File: src/rtl/intr_arbiter_pkg.sv
package intr_arbiter_pkg;

  typedef enum logic [1:0] {
    LVL_USR = 2'd0,
    LVL_SUP = 2'd1,
    LVL_RSV = 2'd2,
    LVL_MCH = 2'd3
  } lvl_e;

  // Reserved encoding folds onto user level.
  function automatic lvl_e lvl_norm(input logic [1:0] raw);
    lvl_e v;
    v = lvl_e'(raw);
    if (v == LVL_RSV) v = LVL_USR;
    return v;
  endfunction

  // Machine-level sources: open below M, or at M with its global bit.
  function automatic logic mach_open(input lvl_e lvl, input logic gie);
    return (lvl != LVL_MCH) || gie;
  endfunction

  // Supervisor-level sources: open at U, or at S with its global bit.
  function automatic logic sup_open(input lvl_e lvl, input logic gie);
    return (lvl == LVL_USR) || ((lvl == LVL_SUP) && gie);
  endfunction

endpackage

File: src/rtl/intr_lvl_gate.sv
module intr_lvl_gate
  import intr_arbiter_pkg::*;
(
  input  logic [1:0] lvl_raw,
  input  logic       m_gie,
  input  logic       s_gie,
  output logic       m_open,
  output logic       s_open
);
  lvl_e lvl;

  always_comb begin
    lvl    = lvl_norm(lvl_raw);
    m_open = mach_open(lvl, m_gie);
    s_open = sup_open(lvl, s_gie);
  end
endmodule

File: src/rtl/intr_elig_mask.sv
module intr_elig_mask #(
  parameter int N = 16
) (
  input  logic [N-1:0] pend,
  input  logic [N-1:0] enab,
  input  logic [N-1:0] dlg,
  input  logic         m_open,
  input  logic         s_open,
  output logic [N-1:0] elig
);
  genvar i;
  generate
    for (i = 0; i < N; i++) begin : g_bit
      logic cand;
      logic lvl_ok;
      assign cand    = pend[i] & enab[i];
      assign lvl_ok  = dlg[i] ? s_open : m_open;
      assign elig[i] = cand & lvl_ok;
    end
  endgenerate
endmodule

File: src/rtl/intr_low_find.sv
module intr_low_find #(
  parameter int N  = 16,
  parameter int CW = $clog2(N)
) (
  input  logic [N-1:0]  vec,
  output logic          any,
  output logic [CW-1:0] idx
);
  logic [N:0]   seen;
  logic [N-1:0] first;

  assign seen[0] = 1'b0;

  genvar i;
  generate
    for (i = 0; i < N; i++) begin : g_chain
      assign first[i]  = vec[i] & ~seen[i];
      assign seen[i+1] = seen[i] | vec[i];
    end
  endgenerate

  assign any = seen[N];

  always_comb begin
    idx = '0;
    for (int k = 0; k < N; k++) begin
      if (first[k]) idx = idx | CW'(k);
    end
  end
endmodule

File: src/rtl/intr_arbiter.sv
module intr_arbiter #(
  parameter int N  = 16,
  parameter int CW = $clog2(N)
) (
  input  logic          clk,
  input  logic          srst,
  input  logic [N-1:0]  irq_pend,
  input  logic [N-1:0]  irq_enab,
  input  logic [N-1:0]  irq_dlg,
  input  logic [1:0]    cur_lvl,
  input  logic          m_gie,
  input  logic          s_gie,
  output logic          take_vld,
  output logic [CW-1:0] take_cause
);
  logic          m_open;
  logic          s_open;
  logic [N-1:0]  elig_w;
  logic          pick_any;
  logic [CW-1:0] pick_idx;

  intr_lvl_gate u_gate (
    .lvl_raw (cur_lvl),
    .m_gie   (m_gie),
    .s_gie   (s_gie),
    .m_open  (m_open),
    .s_open  (s_open)
  );

  intr_elig_mask #(.N(N)) u_mask (
    .pend   (irq_pend),
    .enab   (irq_enab),
    .dlg    (irq_dlg),
    .m_open (m_open),
    .s_open (s_open),
    .elig   (elig_w)
  );

  intr_low_find #(.N(N), .CW(CW)) u_find (
    .vec (elig_w),
    .any (pick_any),
    .idx (pick_idx)
  );

  always_ff @(posedge clk) begin
    if (srst) begin
      take_vld   <= 1'b0;
      take_cause <= '0;
    end else begin
      take_vld   <= pick_any;
      take_cause <= pick_any ? pick_idx : '0;
    end
  end
endmodule

File: config.mk
export PLATFORM = sky130hd
export DESIGN_NAME = intr_arbiter
export DESIGN_NICKNAME = d
export VERILOG_FILES = /design/src/rtl/intr_arbiter_pkg.sv /design/src/rtl/intr_lvl_gate.sv /design/src/rtl/intr_elig_mask.sv /design/src/rtl/intr_low_find.sv /design/src/rtl/intr_arbiter.sv
export SDC_FILE = /design/constraint.sdc
export NUM_CORES = 1
export LEC_CHECK = 0
export CAP_MARGIN = 5
export CORE_AREA = 2 2 39 41
export CTS_CLUSTER_SIZE = 10
export DETAILED_ROUTE_END_ITERATION = 10
export DIE_AREA = 0 0 41 43
export DONT_BUFFER_PORTS = 1
export PLACE_DENSITY = 0.67
export REMOVE_ABC_BUFFERS = 1
export SYNTH_ARGS = -nofsm -noshare
export SYNTH_HDL_FRONTEND = slang
export SYNTH_HIERARCHICAL = 1
export SYNTH_SLANG_ARGS = --single-unit
File: constraint.sdc
create_clock -name clk -period 2.5 [get_ports clk]
set_clock_uncertainty 0.15 [all_clocks]
set_input_delay 0.625 -clock clk [delete_from_list [all_inputs] [get_ports clk]]
set_output_delay 0.625 -clock clk [all_outputs]
set_load 0.01 [all_outputs]
==> flow_metrics.tcl, run 1 <==
set metrics [dict create \
    status "finished clean" \
    drv_slew 0 \
    fin_area_sq_um 742 \
    fp.coreArea_sq_mm 0.00138 \
    dpl-instance-area_sq_um 716 \
    grt_max_degree 17 \
    p_leak_nw 0.357 \
    drive_gt1_frac 0.127 \
    synthesis.area_sq_um 688 \
    cts-root-buf "clkbuf_4" \
    worstSetupPathType "input port to register" \
    crit_fanout 16 \
    start_util 0.497 \
    syn-mean-instance-area_sq_um 7.17 \
    relSlewSlack 0.728 \
    netlist_instances 96 \
    intPower_mw 0.200 \
    ctsResizeCount 0 \
    pin_count 59 \
    dieArea_sq_mm 0.00176 \
    chipHeight_microns 43 \
    firstDrtPassIters 3 \
    cp-end-kind "register" \
    vias_per_cell 5.81 \
    drtAntennaViolNets 0 \
    p_seq_frac 0.312 \
    detail_route.wl_per_cell_microns 13.2 \
    fin_crit_sh 0.887 \
    die_w_microns 41 \
    cap_violations 0 \
    port_buffers 0 \
    path_clk_slew_ps 50 \
    p_sw_mw 0.101 \
    cts_sinks 5 \
    grt_pass1_vias 678 \
    via_count 686 \
    fin_crit_ps 2220 \
    grt_pass1_wl_mm 2.47 \
    rsz0062_at_grt "false" \
    nets 157 \
    critPathArrivalTime_ps 2210 \
    cp-start-kind "input port" \
    critical_path_required_ps 2490 \
    ys_seq_area_frac 0.145 \
    timing.fmax_ghz 0.451 \
    routed_wl_mm 1.56 \
    synth.yosys.warnings 6 \
    setup_violations 0 \
    rows 14 \
    tritoncts "built" \
    place_inst 114 \
    irDropWorstVdd_uv 196 \
    drtIter0Drc 6 \
    p_per_area_mw_per_mm2 406 \
    antenna_found_initial 0 \
    hold_start "srst" \
    clk_path_buf_depth 2 \
    gp_congestion 0.875 \
    combPwrFrac 0.367 \
    ys_ff_latch 5 \
    drc 0 \
    setup.worst_path.start "s_gie" \
    grt.overflow.total 0 \
    clkPwrFrac 0.321 \
    power.share.switching 0.335 \
    antenna-diode-count 0 \
    final_hold_viol_count 0 \
    grt.total_usage 0.201 \
    min_path_type "input port to register" \
    cts_setup_buffers 0 \
    netlist-cell-type-count 23 \
    hpwlAfterDp_mm 1.30 \
    syn_to_final_growth_pct 7.82 \
    worst_slew_pin_slew_ps 406 \
    worst_hold_slack_ps 297 \
    htreeDepth 1 \
    hold_buffers 0 \
    p_total_mw 0.301 \
    setup-tns-final_ps 0 \
    fin_cells 118 \
    numCtsBuffers 3 \
]
## cell families (layout without fill, tap and decap cells)
logic type             after synthesis  count (layout)  share of synthesized area
buffers and inverters                5              11                     0.0491
AOI/OAI and AO/OA                    9               9                      0.102
muxes                               16              16                      0.233
DFF                                  5               5                      0.145
and+or+nand+nor                     61              61                      0.471
## sequential cells by signal (all words and copies together) (netlist names)
| signal | cells |
|---|---|
| take_cause | 4 |
| take_vld | 1 |
## power by group through the flow
stage               registers [mW]  clock network [mW]  logic (mW)
floorplan                   0.0944                   0      0.0904
global placement            0.0953                   0       0.107
detailed placement          0.0957                   0       0.111
CTS                         0.0942              0.0996       0.111
global route                0.0946               0.105       0.123
finish                      0.0940              0.0967       0.111
## worst max-delay path: stages
cell and delay (ps):
inv_1 20, o21ai_2 90, buf_4 210, mux2i_1 90
nor2_1 330, nor2_1 100, a221oi_1 280, o21ai_0 140
o2bb2ai_1 140, and3b_1 180
## layout by cell type, fill, tap and decap left out
cell type / Yosys / routed
nand2_1: 20 / 20
buf_4: 0 / 4
mux2i_1: 16 / 16
o31ai_1: 1 / 1
nor4_1: 1 / 1
nor3_1: 2 / 2
dfxtp_1: 5 / 5
clkbuf_4: 0 / 3
inv_1: 3 / 3
nand3_1: 1 / 1
nor4_4: 3 / 3
nand3b_1: 1 / 1
nor2b_1: 2 / 2
nand2b_1: 1 / 1
o41ai_2: 1 / 1
clkbuf_1: 0 / 1
o2bb2ai_1: 1 / 1
and3b_1: 4 / 4
o21ai_0: 2 / 2
a221oi_1: 1 / 1
nand2_2: 1 / 1
a21oi_1: 2 / 2
nor2_1: 24 / 24
o21ai_2: 1 / 1
and3_1: 1 / 1
## cell type report
class / instances / area [sq um]
fillers: 146 / 642
repair buffers: 4 / 30.0
multi-input cells: 86 / 554
clock buffers: 4 / 26.3
inverters: 3 / 11.3
flip-flops and latches: 5 / 100
well taps: 16 / 20.0
## final timing paths
kind | to | cells after the start
setup / recovery | take_cause[0] | 10
hold / removal | take_vld | 1
## synthesized netlist by cell type, drive strengths merged
| cell type | count | area share |
|---|---|---|
| a21oi | 2 | 0.015 |
| a221oi | 1 | 0.013 |
| and3 | 1 | 0.0091 |
| and3b | 4 | 0.051 |
| buf | 2 | 0.033 |
| dfxtp | 5 | 0.15 |
| inv | 3 | 0.016 |
| mux2i | 16 | 0.23 |
| nand2 | 21 | 0.12 |
| nand2b | 1 | 0.0091 |
| nand3 | 1 | 0.0073 |
| nand3b | 1 | 0.011 |
| nor2 | 24 | 0.13 |
| nor2b | 2 | 0.018 |
| nor3 | 2 | 0.015 |
| nor4 | 4 | 0.10 |
| o21ai | 3 | 0.027 |
| o2bb2ai | 1 | 0.013 |
| o31ai | 1 | 0.011 |
| o41ai | 1 | 0.024 |
## stage by stage
stage	utilization	setup WS, ps
after detailed placement	0.517	40.7
final	0.536	284
after global placement	0.517	144
after global routing	0.536	141
after floorplan	-	80.8
after CTS	0.536	288
## metal layers
layer | up-vias | track usage | routed length, microns
li1 | 344 | - | -
met1 | 308 | 0.202 | 560
met2 | 32 | 0.366 | 877
met3 | 2 | 0.0262 | 103
met4 | 0 | 0.100 | 14
met5 | - | 0 | 0
Note: power is estimated with default switching activity, not from simulation.
==> inputs of run 2 (changes only) <==
- ABC_AREA: default -> 1
- CORE_AREA: 2 2 39 41 -> default
- CORE_MARGIN: default -> 2
- CORE_UTILIZATION: default -> 62
- DIE_AREA: 0 0 41 43 -> default
- PLACE_DENSITY: 0.67 -> 0.78
==> run 2 against run 1 <==
Compared with the run above:
- cell area is 18% higher
- first-iteration DRC count is 67% higher
- sequential cell count is the same
- sequential share of layout area down 2.1 points
- critical path type unchanged
- non-clock buffer count is 3 lower
- wire length is 8.5% higher
- synthesized cell count rose by 90%
- setup slack better by 100 ps
- highest routed layer is now met3
- global-route usage grew 0.44 points
==> flow_metrics.tcl, run 2 <==
set metrics [dict create \
    dieArea_sq_mm 0.00172 \
    p_leak_nw 0.572 \
    status "finished clean" \
    pin_count 59 \
    final_cell_mix "64 x nand2_1, 43 x nor2_1, 39 x inv_1" \
    setup-tns-final_ps 0 \
    rsz0062_at_grt "false" \
    synthesis.area_sq_um 868 \
    hold_buffers 0 \
    fin_cells 199 \
    grt_max_degree 17 \
    antenna_found_initial 0 \
    grt_pass1_wl_mm 2.89 \
    grt.overflow.total 0 \
    yosys_most_used_dff "dfxtp_1" \
    detail_route.wl_per_cell_microns 8.48 \
    port_buffers 0 \
    yosys.area.top_type "nand2_1" \
    drive_gt1_frac 0.0924 \
    rows 13 \
    netlist_instances 182 \
    nets 239 \
    critPathArrivalTime_ps 2150 \
    gp_congestion 0.737 \
    cts_setup_buffers 0 \
    vias_per_cell 4.73 \
    hpwlAfterDp_mm 1.42 \
    relSlewSlack 0.806 \
    critical_path_required_ps 2530 \
    firstDrtPassIters 4 \
    cts_sinks 5 \
    antenna-diode-count 0 \
    worstSetupPathType "input port to register" \
    timing.fmax_ghz 0.473 \
    drtAntennaViolNets 0 \
    routed_wl_mm 1.69 \
    cts-root-buf "clkbuf_4" \
    start_util 0.667 \
    p_seq_frac 0.309 \
    setup_violations 0 \
    htreeDepth 1 \
    combPwrFrac 0.378 \
    grt_pass1_vias 812 \
    drc 0 \
    ys_async_sr_fraction 0 \
    chipHeight_microns 41.4 \
    synth.area.top_cells "nand2_1 28%, nor2_1 19%, inv_1 17%, dfxtp_1 12%, nand3_1 6.3%" \
    numCtsBuffers 3 \
    layout_commonest_cell "nand2_1" \
    netlist-cell-type-count 15 \
    reg_top3 "take_cause x4, take_vld x1" \
    final_hold_viol_count 0 \
    intPower_mw 0.188 \
    die_w_microns 41.4 \
    synth.most_common_cell "nand2_1" \
    via_count 941 \
    p_sw_mw 0.115 \
    min_path_type "input port to register" \
    synth.yosys.warnings 6 \
    power.share.switching 0.378 \
    drtIter0Drc 10 \
    fin_crit_sh 0.845 \
    irDropWorstVdd_uv 210 \
    clk_path_buf_depth 2 \
    worst_hold_slack_ps 422 \
    fin_crit_ps 2110 \
    cap_violations 0 \
    cp-end-kind "register" \
    p_per_area_mw_per_mm2 345 \
    whs_path_depth 3 \
    path_clk_slew_ps 40 \
    ys_ff_latch 5 \
    worst_slew_pin_slew_ps 290 \
    synth-edff-count 0 \
    grt.total_usage 0.205 \
    hold_start "srst" \
    p_total_mw 0.303 \
    syn-mean-instance-area_sq_um 4.77 \
    largest_reg_flops 4 \
    clkPwrFrac 0.312 \
    synth_top_area_frac 0.277 \
    ys_seq_area_frac 0.115 \
    crit_fanout 16 \
    regMostFlops "take_cause" \
    ctsResizeCount 0 \
    drv_slew 0 \
    netlist_top_cells_count "64 x nand2_1, 43 x nor2_1, 39 x inv_1, 11 x nand3_1, 6 x nor2_2" \
    cp-start-kind "input port" \
    place_inst 195 \
    syn_to_final_growth_pct 1.15 \
    fp.coreArea_sq_mm 0.00130 \
    tritoncts "built" \
    hold-path-endpoint "take_cause[1]" \
]
## run 2: cell types whose count changed after synthesis, sizes merged, moves of 2 or more
cell / before / now
mux2i: 16 / 0
nor2: 24 / 51
and3b: 4 / 0
nand3: 1 / 12
a21oi: 2 / 0
nand2: 21 / 67
nor4: 4 / 0
nor2b: 2 / 0
inv: 3 / 40
## run 2: power by group through the flow
stage / sequential (mW) / combinational, mW / clock, mW
4_1_cts: 0.0939 / 0.115 / 0.0995
3_5_place_dp: 0.0953 / 0.114 / 0
5_1_grt: 0.0940 / 0.134 / 0.108
2_1_floorplan: 0.0947 / 0.0973 / 0
6_report: 0.0938 / 0.115 / 0.0947
3_3_place_gp: 0.0953 / 0.109 / 0
## run 2: logic make-up after synthesis
kind of cell	count (synthesis)	synth area share
and+or+nand+nor	131	0.643
buffers and inverters	43	0.222
AOI/OAI and AO/OA	3	0.0202
DFF	5	0.115
## run 2: worst max path at each step
stage	end	slack, ps	cells past startpoint	from
after floorplan	take_cause[2]	200	13	m_gie
after detailed placement	take_cause[2]	140	16	cur_lvl[1]
after CTS	take_cause[2]	400	16	cur_lvl[1]
after global routing	take_cause[2]	170	16	cur_lvl[1]
after global placement	take_cause[2]	260	16	cur_lvl[1]
final	take_cause[2]	390	16	cur_lvl[1]
## run 2: stage by stage
step           area [sq um]   util  setup WS [ps]
3_5_place_dp            852  0.655            141
2_1_floorplan           826      -            202
5_1_grt                 878  0.675            174
6_report                878  0.675            388
3_3_place_gp            852  0.655            256
4_1_cts                 878  0.675            396
## run 2: cell type report
class	instances	area, sq um
clock buffers	4	26.3
fillers	146	423
inverters	40	150
multi-input cells	134	576
flip-flops and latches	5	100
well taps	15	18.8
repair buffers	1	7.51
## run 2: routing by layer
layer  share of wire  GRT usage  vias to the layer above
met5               0          0                        -
met4               0     0.0323                        0
met3           0.091     0.0913                        0
met2            0.52      0.369                       40
met1            0.39      0.223                      376
li1                -          -                      525
## run 2: worst max-delay path, stage by stage
cell	delay, ps
inv_1	20
nand2_1	40
nand2_1	50
inv_2	200
nand2_1	90
nand2_1	70
nor2_1	50
nor2_2	160
nand2_2	90
nor2_4	210
nand3_4	110
nor2_1	170
inv_1	60
nand3_1	70
inv_1	40
nor2_1	80
==> inputs of run 3 (changes only) <==
- CORE_UTILIZATION: 62 -> 56
- PLACE_DENSITY: 0.78 -> 0.74
- clock period: 2.5 -> 1.74 ns (I/O delays scaled with it)
==> run 3 against run 2 <==
Compared with the run above:
- the flow now finishes with violations (negative setup slack)
- critical path type unchanged
- clock power is 44% higher
- cell count is 11% higher
- combinational power is 120% higher
- total power is 72% higher
- setup slack worse by 480 ps
- via count is 14% higher
- sequential cell count stayed put
- utilization is 12 points higher
- global-route usage is 2.7 points higher
- die area is 9.6% higher
- non-clock buffer count is 19 higher
- wire length is 31% higher
==> flow_metrics.tcl, run 3 (synthesized netlist as in run 2, its figures left out) <==
set metrics [dict create \
    status "finished, violations left" \
    violations "negative setup slack" \
    pre_cts_ws_ps -395 \
    path_clk_slew_ps 40 \
    chipHeight_microns 43.4 \
    cp_top_family "simple AND/OR/NAND/NOR gates" \
    fin_crit_ps 1830 \
    largest_reg_flops 4 \
    setup-tns-final_ps -339 \
    grt_max_degree 8 \
    fin_area_sq_mm 0.00117 \
    met3_usage 0.0542 \
    tritoncts "built" \
    timing.fmax_ghz 0.547 \
    final_cell_mix "55 x nand2_1, 34 x inv_1, 27 x nor2_1" \
    critPathArrivalTime_ps 1820 \
    grt_pass1_vias 957 \
    whs_path_depth 3 \
    antenna_found_initial 0 \
    hold-path-endpoint "take_cause[3]" \
    p_seq_frac 0.258 \
    reg_top3 "take_cause x4, take_vld x1" \
    gp_congestion 0.726 \
    combPwrFrac 0.482 \
    fp.coreArea_sq_mm 0.00147 \
    path_cells "inv_8, nand2_4, nand2_4, clkinvlp_4, nand2_1, nand2_1, nor2_2, nor2_2, nand2_2, nor2_4, buf_4, nand3_1, nand2_1, nor2_1, nand3_2, inv_2, nor2_1" \
    setup_violations 5 \
    vias_per_cell 4.86 \
    start_util 0.590 \
    power.share.switching 0.383 \
    numCtsBuffers 3 \
    pin_count 59 \
    drtIter0Drc 16 \
    rows 14 \
    p_sw_mw 0.200 \
    firstDrtPassIters 5 \
    p_leak_nw 0.696 \
    min_path_type "input port to register" \
    htreeDepth 1 \
    detail_route.wl_per_cell_microns 10.1 \
    routed_wl_mm 2.22 \
    clkPwrFrac 0.260 \
    layout_commonest_cell "nand2_1" \
    fin_cells 220 \
    die_w_microns 43.4 \
    grt-busiest-layer "met2" \
    drive_gt1_frac 0.338 \
    hpwlAfterDp_mm 1.50 \
    drv_slew 0 \
    final.setup.worst_slack_ps -88.6 \
    dpl-instance-area_sq_um 928 \
    worst_path_max_delay_cell "clkinvlp_4" \
    cp-start-kind "input port" \
    fin_crit_sh 1.05 \
    regMostFlops "take_cause" \
    worstSetupPathType "input port to register" \
    via_count 1069 \
    dieArea_sq_mm 0.00188 \
    antenna-diode-count 0 \
    relSlewSlack 0.812 \
    p_per_area_mw_per_mm2 446 \
    grt.overflow.total 0 \
    place_inst 206 \
    grt_pass1_wl_mm 3.49 \
    worst_hold_slack_ps 244 \
    crit_fanout 6 \
    cp-end-kind "register" \
    drc 0 \
    final_hold_viol_count 0 \
    grt.total_usage 0.232 \
    critPathBufInv 4 \
    port_buffers 0 \
    critical_path_required_ps 1730 \
    syn_to_final_growth_pct 35.0 \
    intPower_mw 0.322 \
    irDropWorstVdd_uv 280 \
    cts_sinks 5 \
    grtUsageMet1 0.258 \
    cts-root-buf "clkbuf_4" \
    nets 259 \
    hold_start "srst" \
    grt_use_met2 0.448 \
    worst_slew_pin_slew_ps 281 \
    drtAntennaViolNets 0 \
    cp_slowest_stage_delay_ps 150 \
    cp_common_cell "nand2_1" \
    rsz0062_at_grt "true" \
    clk_path_buf_depth 2 \
    cap_violations 0 \
]
==> run 3: changes by cell type in the layout (fill, tap and decap cells not counted), sizes merged <==
cell	delta
buf	+19
clkinvlp	+1
==> run 3: layer usage <==
metal  wire length, microns  share of wire  vias to the layer above
met5                      0              0                        -
met4                      7         0.0032                        0
met3                    164          0.074                        2
met2                   1200           0.54                       40
met1                    845           0.38                      462
li1                       -              -                      565
==> run 3: layout make-up <==
type                       count  area, sq um
inverter                      40          165
sequential                     5          100
clock buffer                   4         26.3
tap                           16         20.0
multi-input combinational    134          696
timing repair inverter         1         7.51
timing repair buffer          20          158
fill                         120          299
==> run 3: worst max path at each step <==
stage	start	end	slack (ps)	cells after the start
floorplan	m_gie	take_cause[2]	-370	13
global placement	cur_lvl[1]	take_cause[2]	-270	16
global route	m_gie	take_cause[2]	-230	15
finish	cur_lvl[1]	take_cause[2]	-90	17
CTS	cur_lvl[1]	take_cause[3]	-70	16
detailed placement	cur_lvl[1]	take_cause[2]	-390	16
==> run 3: timing repair <==
item	CTS	global route
setup endpoints to repair	5	5
buffers inserted	4	4
pin swaps	27	23
endpoints found under the hold margin	0	0
gates resized for setup	23	27
hold buffers	0	0
cloned	2	0
==> run 3: per-stage QoR <==
stage	util	total power, mW
after floorplan	-	0.276
after global placement	0.631	0.315
after detailed placement	0.631	0.323
after CTS	0.727	0.488
after global routing	0.797	0.570
final	0.797	0.522
==> run 3: worst min-delay path, stage by stage <==
cell and delay [ps]:
inv_1 40, nand2_4 90, nor2_2 30
==> run 3: power groups by stage <==
stage | combinational (mW) | clock [mW] | sequential, mW
floorplan | 0.140 | 0 | 0.136
global placement | 0.178 | 0 | 0.137
detailed placement | 0.186 | 0 | 0.137
CTS | 0.214 | 0.139 | 0.135
global route | 0.284 | 0.150 | 0.135
finish | 0.252 | 0.136 | 0.135
